--- src/rtl/bit_change_detector_pkg.sv ---
package bit_change_detector_pkg;

    localparam int unsigned STYLE_STATE_DECODED = 0;
    localparam int unsigned STYLE_REG_TRANSITION = 1;

    localparam int unsigned DEC_STATE_W = 3;
    localparam int unsigned TRN_STATE_W = 2;

    typedef enum logic [DEC_STATE_W-1:0] {
        DEC_EMPTY = 3'd0,
        DEC_LOW   = 3'd1,
        DEC_HIGH  = 3'd2,
        DEC_ROSE  = 3'd3,
        DEC_FELL  = 3'd4
    } dec_state_e;

    typedef enum logic [TRN_STATE_W-1:0] {
        TRN_EMPTY = 2'd0,
        TRN_LOW   = 2'd1,
        TRN_HIGH  = 2'd2
    } trn_state_e;

    typedef struct packed {
        dec_state_e st;
    } dec_regs_t;

    typedef struct packed {
        trn_state_e st;
        logic       flag;
    } trn_regs_t;

endpackage

--- src/rtl/bcd_state_decoded.sv ---
module bcd_state_decoded
    import bit_change_detector_pkg::*;
(
    input  logic clk,
    input  logic rst,
    input  logic din,
    output logic detect
);

    dec_regs_t r_d, r_q;

    always_comb begin
        r_d = r_q;
        case (r_q.st)
            DEC_EMPTY: r_d.st = din ? DEC_HIGH : DEC_LOW;
            DEC_LOW:   r_d.st = din ? DEC_ROSE : DEC_LOW;
            DEC_HIGH:  r_d.st = din ? DEC_HIGH : DEC_FELL;
            DEC_ROSE:  r_d.st = din ? DEC_HIGH : DEC_FELL;
            DEC_FELL:  r_d.st = din ? DEC_ROSE : DEC_LOW;
            default:   r_d.st = DEC_EMPTY;
        endcase
        if (rst) begin
            r_d.st = DEC_EMPTY;
        end
    end

    always_ff @(posedge clk) begin
        r_q <= r_d;
    end

    // Output is a pure decode of the state register; unused codes read as 0.
    always_comb begin
        case (r_q.st)
            DEC_ROSE, DEC_FELL: detect = 1'b1;
            default:            detect = 1'b0;
        endcase
    end

endmodule

--- src/rtl/bcd_reg_transition.sv ---
module bcd_reg_transition
    import bit_change_detector_pkg::*;
(
    input  logic clk,
    input  logic rst,
    input  logic din,
    output logic detect
);

    trn_regs_t r_d, r_q;

    always_comb begin
        r_d      = r_q;
        r_d.flag = 1'b0;
        case (r_q.st)
            TRN_EMPTY: begin
                r_d.st = din ? TRN_HIGH : TRN_LOW;
            end
            TRN_LOW: begin
                r_d.st   = din ? TRN_HIGH : TRN_LOW;
                r_d.flag = din;
            end
            TRN_HIGH: begin
                r_d.st   = din ? TRN_HIGH : TRN_LOW;
                r_d.flag = ~din;
            end
            default: begin
                r_d.st = TRN_EMPTY;
            end
        endcase
        if (rst) begin
            r_d.st   = TRN_EMPTY;
            r_d.flag = 1'b0;
        end
    end

    always_ff @(posedge clk) begin
        r_q <= r_d;
    end

    assign detect = r_q.flag;

endmodule

--- src/rtl/bit_change_detector.sv ---
module bit_change_detector
    import bit_change_detector_pkg::*;
#(
    parameter int unsigned STYLE = STYLE_STATE_DECODED
) (
    input  logic clk,
    input  logic rst,
    input  logic din,
    output logic detect
);

    generate
        if (STYLE == STYLE_REG_TRANSITION) begin : g_trn
            bcd_reg_transition u_core (
                .clk    (clk),
                .rst    (rst),
                .din    (din),
                .detect (detect)
            );
        end else begin : g_dec
            bcd_state_decoded u_core (
                .clk    (clk),
                .rst    (rst),
                .din    (din),
                .detect (detect)
            );
        end
    endgenerate

endmodule

--- config.mk ---
export PLATFORM = sky130hd
export DESIGN_NAME = bit_change_detector
export DESIGN_NICKNAME = d
export VERILOG_FILES = /design/src/rtl/bit_change_detector_pkg.sv /design/src/rtl/bcd_state_decoded.sv /design/src/rtl/bcd_reg_transition.sv /design/src/rtl/bit_change_detector.sv
export SDC_FILE = /design/constraint.sdc
export NUM_CORES = 1
export LEC_CHECK = 0
export ABC_AREA = 1
export BUFFER_PORTS_ARGS = -buffer_cell sky130_fd_sc_hd__buf_2
export CORE_AREA = 10 10 47 49
export CTS_CLUSTER_SIZE = 14
export DETAILED_ROUTE_END_ITERATION = 8
export DIE_AREA = 0 0 57 59
export MAX_ROUTING_LAYER = met4
export PLACE_DENSITY = 0.3
export SLEW_MARGIN = 5
export SYNTH_ARGS = -nofsm -noshare
export SYNTH_HDL_FRONTEND = slang
export SYNTH_SLANG_ARGS = --single-unit
--- constraint.sdc ---
create_clock -name clk -period 1.1 [get_ports clk]
set_clock_uncertainty 0.15 [all_clocks]
set_input_delay 0.11 -clock clk [delete_from_list [all_inputs] [get_ports clk]]
set_output_delay 0.11 -clock clk [all_outputs]
set_load 0.03 [all_outputs]
==> Word level (Yosys, flattened, before mapping) <==
Cells that the tools add are included.
{ "op_classes": {"n_reduce_logical": 4, "muxes": 5, "eq_ne": 4} }
{ "op_table": {"columns": ["cell", "n"], "rows": [
  ["case mux 3 bit (3 select lines)", 1],
  ["== test 3 x 2 -> 1 bit, second input constant", 2],
  ["OR reduction 2 bit", 3],
  ["2-to-1 mux 2 bit", 2],
  ["== test 3 x 1 -> 1 bit, second input constant", 1],
  ["== test 3 bit, second input constant", 1],
  ["zero test 3 bit", 1],
  ["2-to-1 mux 3 bit", 1],
  ["2-to-1 mux 1 bit", 1]
]} }
{ "totals": {"out_inout_bits": 1, "reg_bits": 3, "input_bits": 3} }

==> Depth between registers and ports, before layout <==
Gate-level depths: netlist of the first run.
{ "depth": {"word_depth": 3, "mapped_depth": 4} }

==> Worst setup path before layout of the first run <==
No wires, ideal clock.
{ "synth_path": {"path_kind": "register to output", "startpoint": "register g_dec.u_core.r_q[1] (netlist name)", "endpoint": "output detect", "arrival_time_ps": 704, "path_buffers": 0, "path_stages_with_launch": 4, "setup_slack_ps": 136, "path_cell_list": "dfxtp_1 nor2_1 nand2_1 nand2_1"} }
{ "synth_between": {"elab_chain_len": 3, "word_cells_on_any_way": 4, "cone_classes": "2 x eq/ne; 1 x mux; 1 x reduce/logical"} }
{ "synth_lines": {"columns": ["element", "line", "text"], "rows": [
  ["from (decl)", "bcd_state_decoded.sv:10", "dec_regs_t r_d, r_q;"],
  ["from (signal assigned)", "bcd_state_decoded.sv:28", "r_q <= r_d;"],
  ["== test 3 x 2 -> 1 bit or == test 3 bit (tied branches)", "bcd_state_decoded.sv:33", "case (r_q.st)"],
  ["OR reduction 2 bit (*)", "bcd_state_decoded.sv:33", null],
  ["2-to-1 mux 1 bit (*)", "bcd_state_decoded.sv:33", null],
  ["to (decl)", "bit_change_detector.sv:9", "output logic detect"]
]} }
Every way passes the cells marked *; elsewhere a longest branch is shown, timed or not.

==> Worst setup path in the final report of the first run <==
Same ends and word-level chain as after synthesis.

==> impl_metrics.env, run 1 <==
export IMPL_vdd_drop_max_mv=0.618
export IMPL_cp_top_family="flip-flops"
export IMPL_grt_overflow_total=0
export IMPL_reg2reg_slack_ps=180
export IMPL_cts_sinks=3
export IMPL_synth_distinct_cells=7
export IMPL_power_w=0.000350
export IMPL_p_leak_nw=0.109
export IMPL_rr_endpoint="g_dec.u_core.r_q[1]"
export IMPL_top_register="g_dec.u_core.r_q"
export IMPL_worstPathMaxFanout=4
export IMPL_wl_um=295
export IMPL_hold_viol=0
export IMPL_dr_wl_met3_um=22
export IMPL_synth_area_um2=131
export IMPL_setup_violations_final=1
export IMPL_area_growth_pct=82.9
export IMPL_via_per_inst=3.30
export IMPL_arrival_ps=920
export IMPL_r2r_start="g_dec.u_core.r_q[1]"
export IMPL_antenna_found_initial=0
export IMPL_drv_cap=0
export IMPL_hp_class="reg2reg"
export IMPL_cts_made_buffers=3
export IMPL_wl_met2_um=98
export IMPL_crit_start="g_dec.u_core.r_q[1]"
export IMPL_die_area_um2=3360
export IMPL_top_layer="met3"
export IMPL_die_h_um=59
export IMPL_fp_coreArea_um2=1400
export IMPL_grt_pass1_vias=140
export IMPL_drive_gt1_frac=0.433
export IMPL_worst_slew_pin_slew_ps=110
export IMPL_grt_usage=0.0208
export IMPL_cpMostUsedCell="nand2_1"
export IMPL_die_x_um=57
export IMPL_start_kind="flip-flop"
export IMPL_htreeDepth=1
export IMPL_power_density_nw_per_um2=1460
export IMPL_diodes=0
export IMPL_wl_per_cell_um=6.41
export IMPL_io_pins=4
export IMPL_seq_area_frac_synth=0.457
export IMPL_largest_reg_flops=3
export IMPL_rr_worst_depth=4
export IMPL_met1Wirelength_um=173
export IMPL_largest_registers="g_dec.u_core.r_q: 3 flops"
export IMPL_grt_max_degree=5
export IMPL_syn_area_per_cell_um2=6.57
export IMPL_setup_worst_path_end="detect"
export IMPL_syn_inst=20
export IMPL_fin_ws_ps=-82.0
export IMPL_globalplace_congestion=0.709
export IMPL_synthesis_nets=23
export IMPL_fin_nets=34
export IMPL_crit_chain="nor2_4, nand2_1, nand2_1, buf_6"
export IMPL_synthTopCellsByArea="dfxtp_1, nand2_1, nor2_1"
export IMPL_final_common_cell="nand2_1"
export IMPL_initial_core_util=0.0938
export IMPL_max_freq_mhz=846
export IMPL_dp_slack_ps=79.9
export IMPL_layout_common_cells="nand2_1, nor2_1, clkbuf_4"
export IMPL_final_min_period_over_clock_period=1.07
export IMPL_setup_worst_path_end_class="primary output"
export IMPL_required_ps=840
export IMPL_dr_pass1_iters=2
export IMPL_vias=152
export IMPL_rsz0062_at_grt="yes"
export IMPL_cpMaxStageDelayCell="dfxtp_4"
export IMPL_drv_slew=0
export IMPL_status="finished with violations"
export IMPL_ys_ff_latch=3
export IMPL_crit_path_max_incr_delay_ps=350
export IMPL_post_route_drc_count=0
export IMPL_crit_type="reg2out"
export IMPL_cp_num_buf_inv=1
export IMPL_fin_crit_ps=1180
export IMPL_clockBufferDepth=2
export IMPL_relSlewSlack=0.926
export IMPL_synth_top_area_frac=0.457
export IMPL_initialDrtViolationCount=2
export IMPL_rows=14
export IMPL_cts_tree="built"
export IMPL_clock_latency_ps=230
export IMPL_ant_nets=0
export IMPL_place_hpwl_um=213
export IMPL_io_buffers=3
export IMPL_path_depth=4
export IMPL_violations="negative setup slack"
export IMPL_yosysWarnings=0
export IMPL_grt_pass1_wl_um=510
export IMPL_cts_root_buf="clkbuf_4"
export IMPL_synth_top_cell_by_area="dfxtp_1"
export IMPL_clk_pin_slew_ps=30
==> worst min path at each step <==
stage / start / slack (ps) / end / cells after the start
2_1_floorplan: din / 30 / g_dec.u_core.r_q[2] / 1
4_1_cts: g_dec.u_core.r_q[0] / 350 / g_dec.u_core.r_q[0] / 2
3_3_place_gp: din / 160 / g_dec.u_core.r_q[2] / 2
3_5_place_dp: rst / 160 / g_dec.u_core.r_q[2] / 2
6_report: g_dec.u_core.r_q[1] / 350 / g_dec.u_core.r_q[2] / 2
5_1_grt: g_dec.u_core.r_q[1] / 380 / g_dec.u_core.r_q[2] / 2
==> through the flow <==
step	cells	cell area [µm²]	setup TNS, ps	utilization	hold slack (ps)
2_1_floorplan	20	131	0	-	29.0
3_3_place_gp	39	166	0	0.119	163
3_5_place_dp	39	166	0	0.119	163
4_1_cts	46	230	-90.2	0.164	346
5_1_grt	46	240	-145	0.171	380
6_report	46	240	-82.0	0.171	353
==> cells by family (layout without fill, tap and decap cells) <==
group,Yosys count,in the layout,synth area share
buf+inv,2,12,0.0571
flops,3,3,0.457
simple gates,15,15,0.486
==> power by group <==
part	switching (W)	internal [W]
Sequential	0.00000814	0.000115
Clock	0.0000491	0.000135
Combinational	0.0000188	0.0000234
==> Yosys cell counts <==
| library cell | count |
|---|---|
| inv_1 | 1 |
| inv_2 | 1 |
| nand3_1 | 1 |
| nor3_2 | 1 |
| nor2_1 | 6 |
| nand2_1 | 7 |
| dfxtp_1 | 3 |
==> tightest hold or removal path: cells and delay by family (launching register included) <==
kind	cells	cell delay (ps)
and+or+nand+nor	2	120
DFF	1	350
==> metal layers <==
layer	global-route usage	vias to the layer above
li1	-	80
met1	0.0200	68
met2	0.0233	4
met3	0.0258	0
met4	0.0101	0
met5	-	-
==> layout make-up <==
class                      instances  area [µm²]
multi-input combinational         15        71.3
clock buffer                       4        26.3
fill                             166        1160
inverter                           2        7.51
sequential                         3        66.3
timing repair buffer               6        48.8
tap                               16        20.0
==> timing repair <==
| action | CTS | global route |
|---|---|---|
| buffers inserted | 1 | 0 |
| cloned | 0 | 0 |
| endpoints found under the setup margin | 1 | 1 |
| hold buffers | 2 | 0 |
| resized for setup | 4 | 4 |
| endpoints found under the hold margin | 3 | 0 |
| pin swaps | 1 | 1 |
Power figures use the tool's default switching activity.
==> run 2: changes to the inputs <==
--- a/config.mk
+++ b/config.mk
@@ -12,7 +12,7 @@
 export DETAILED_ROUTE_END_ITERATION = 8
 export DIE_AREA = 0 0 57 59
 export MAX_ROUTING_LAYER = met4
-export PLACE_DENSITY = 0.3
+export PLACE_DENSITY_LB_ADDON = 0.25
 export SLEW_MARGIN = 5
 export SYNTH_ARGS = -nofsm -noshare
 export SYNTH_HDL_FRONTEND = slang
==> run 2 against run 1 <==
Die area is the same. Cell area grew 9.4%. Sequential share of layout area shrank 2.4 points. Wire length grew 12%. Highest routed layer unchanged. Clock power is essentially flat. Combinational power grew 36%. Sequential power is essentially flat. The flow still finishes with violations (negative setup slack). Utilization grew 1.6 points. Setup slack gained 2.1 ps. Non-clock buffer count grew 3.
==> impl_metrics.env, run 2 (synthesis results as in run 1) <==
export IMPL_status="finished with violations"
export IMPL_violations="negative setup slack"
export IMPL_crit_type="reg2out"
export IMPL_fin_crit_ps=1180
export IMPL_vdd_drop_max_mv=0.367
export IMPL_required_ps=840
export IMPL_grt_overflow_total=0
export IMPL_die_area_um2=3360
export IMPL_globalplace_congestion=0.551
export IMPL_cts_root_buf="clkbuf_4"
export IMPL_drv_slew=0
export IMPL_vias=159
export IMPL_die_x_um=57
export IMPL_antenna_found_initial=0
export IMPL_min_from="g_dec.u_core.r_q[1]"
export IMPL_via_per_inst=3.24
export IMPL_wl_um=330
export IMPL_hold_viol=0
export IMPL_fin_nets=37
export IMPL_cts_made_buffers=3
export IMPL_crit_chain="nor2_4, nand2_1, nand2_1, buf_6"
export IMPL_setup_violations_final=2
export IMPL_hold_depth=2
export IMPL_largest_reg_flops=3
export IMPL_worst_slew_pin_slew_ps=114
export IMPL_multiInputGateArea_um2=71.3
export IMPL_start_kind="flip-flop"
export IMPL_switching_power_w=0.0000802
export IMPL_swShare=0.219
export IMPL_cpMostUsedCell="nand2_1"
export IMPL_drv_cap=0
export IMPL_power_density_nw_per_um2=1390
export IMPL_final_min_period_over_clock_period=1.07
export IMPL_final_seq_area_um2=66.3
export IMPL_grt_pass1_wl_um=572
export IMPL_diodes=0
export IMPL_place_hpwl_um=232
export IMPL_cp_num_buf_inv=1
export IMPL_p_leak_nw=0.124
export IMPL_io_pins=4
export IMPL_die_h_um=59
export IMPL_dr_pass1_iters=1
export IMPL_p_clk_frac=0.507
export IMPL_intPower_w=0.000286
export IMPL_final_setup_tns_ps=-113
export IMPL_pwr_share_seq=0.335
export IMPL_wl_per_cell_um=6.73
export IMPL_path_depth=4
export IMPL_io_buffers=3
export IMPL_cts_sinks=3
export IMPL_hp_class="reg2reg"
export IMPL_worstPathMaxFanout=4
export IMPL_fillers=166
export IMPL_grt_usage=0.0266
export IMPL_pwr_share_comb=0.157
export IMPL_rsz0062_at_grt="yes"
export IMPL_drive_gt1_frac=0.485
export IMPL_final_common_cell="nand2_1"
export IMPL_arrival_ps=920
export IMPL_htreeDepth=1
export IMPL_ant_nets=0
export IMPL_setup_worst_path_end_class="primary output"
export IMPL_post_route_drc_count=0
export IMPL_initialDrtViolationCount=0
export IMPL_cp_top_family="flip-flops"
export IMPL_layout_common_cells="nand2_1, nor2_1, buf_4, clkbuf_4"
export IMPL_fp_coreArea_um2=1400
export IMPL_grt_max_degree=5
export IMPL_reg2reg_slack_ps=-30
export IMPL_rr_worst_depth=6
export IMPL_clockBufferDepth=2
export IMPL_rows=14
export IMPL_fin_ws_ps=-79.9
export IMPL_cts_tree="built"
export IMPL_rr_endpoint="g_dec.u_core.r_q[1]"
export IMPL_clock_latency_ps=230
export IMPL_holdPathEnd="g_dec.u_core.r_q[2]"
export IMPL_top_register="g_dec.u_core.r_q"
export IMPL_crit_path_max_incr_delay_ps=350
export IMPL_max_freq_mhz=848
export IMPL_r2r_start="g_dec.u_core.r_q[1]"
export IMPL_area_growth_pct=100
export IMPL_cpMaxStageDelayCell="dfxtp_4"
export IMPL_clk_pin_slew_ps=30
export IMPL_largest_registers="g_dec.u_core.r_q: 3 flops"
export IMPL_grt_pass1_vias=160
export IMPL_post_route_util=0.188
export IMPL_initial_core_util=0.0938
export IMPL_relSlewSlack=0.923
[run 2: cell count changes in the layout (fill, tap and decap cells not counted), sizes merged]
cell,previous run,this run
buf,4,7
[run 2: tightest hold or removal path, delay by kind of cell, from the launching register on]
kind,cells,cell delay [ps]
simple gates,2,120
flops,1,350
[run 2: area by class of cell]
cell class	count	area share
clock buffers	4	0.100
inverters	2	0.0286
multi-input cells	15	0.271
flip-flops and latches	3	0.252
well taps	16	0.0762
repair buffers	9	0.271
[run 2: power by group through the flow]
| stage | logic [W] | clock network [W] | registers [W] |
|---|---|---|---|
| after global placement | 0.0000285 | 0 | 0.000123 |
| after global routing | 0.0000636 | 0.000211 | 0.000124 |
| after floorplan | 0.0000182 | 0 | 0.000121 |
| final | 0.0000576 | 0.000186 | 0.000123 |
| after detailed placement | 0.0000279 | 0 | 0.000122 |
| after CTS | 0.0000511 | 0.000197 | 0.000122 |
[run 2: metrics by stage]
| step | worst slack, ps | cells | total power [W] | area, µm² | hold WS [ps] |
|---|---|---|---|---|---|
| floorplan | 136 | 20 | 0.000140 | 131 | 29.0 |
| global placement | 63.7 | 39 | 0.000151 | 166 | 169 |
| detailed placement | 74.7 | 39 | 0.000150 | 166 | 166 |
| CTS | -91.7 | 48 | 0.000369 | 245 | 347 |
| global route | -150 | 49 | 0.000398 | 263 | 370 |
| finish | -79.9 | 49 | 0.000366 | 263 | 349 |
[run 2: routing by layer]
layer,part of all wire,global-route usage,up-vias
li1,-,-,87
met1,0.36,0.0165,70
met2,0.57,0.0341,2
met3,0.070,0.0258,0
met4,0,0.0403,0
met5,0,-,-
[run 2: worst max path at each step]
stage	endpoint	startpoint
floorplan	detect	g_dec.u_core.r_q[1]
global placement	detect	g_dec.u_core.r_q[1]
detailed placement	detect	g_dec.u_core.r_q[1]
CTS	detect	g_dec.u_core.r_q[0]
global route	detect	g_dec.u_core.r_q[1]
finish	detect	g_dec.u_core.r_q[1]
[run 2: timing repair]
| action | CTS | global route |
|---|---|---|
| setup endpoints to repair | 1 | 2 |
| hold endpoints to repair | 3 | 0 |
| cloned | 0 | 0 |
| resized for setup | 4 | 4 |
| setup buffers | 3 | 1 |
| hold buffers | 2 | 0 |
| pin swaps | 2 | 2 |
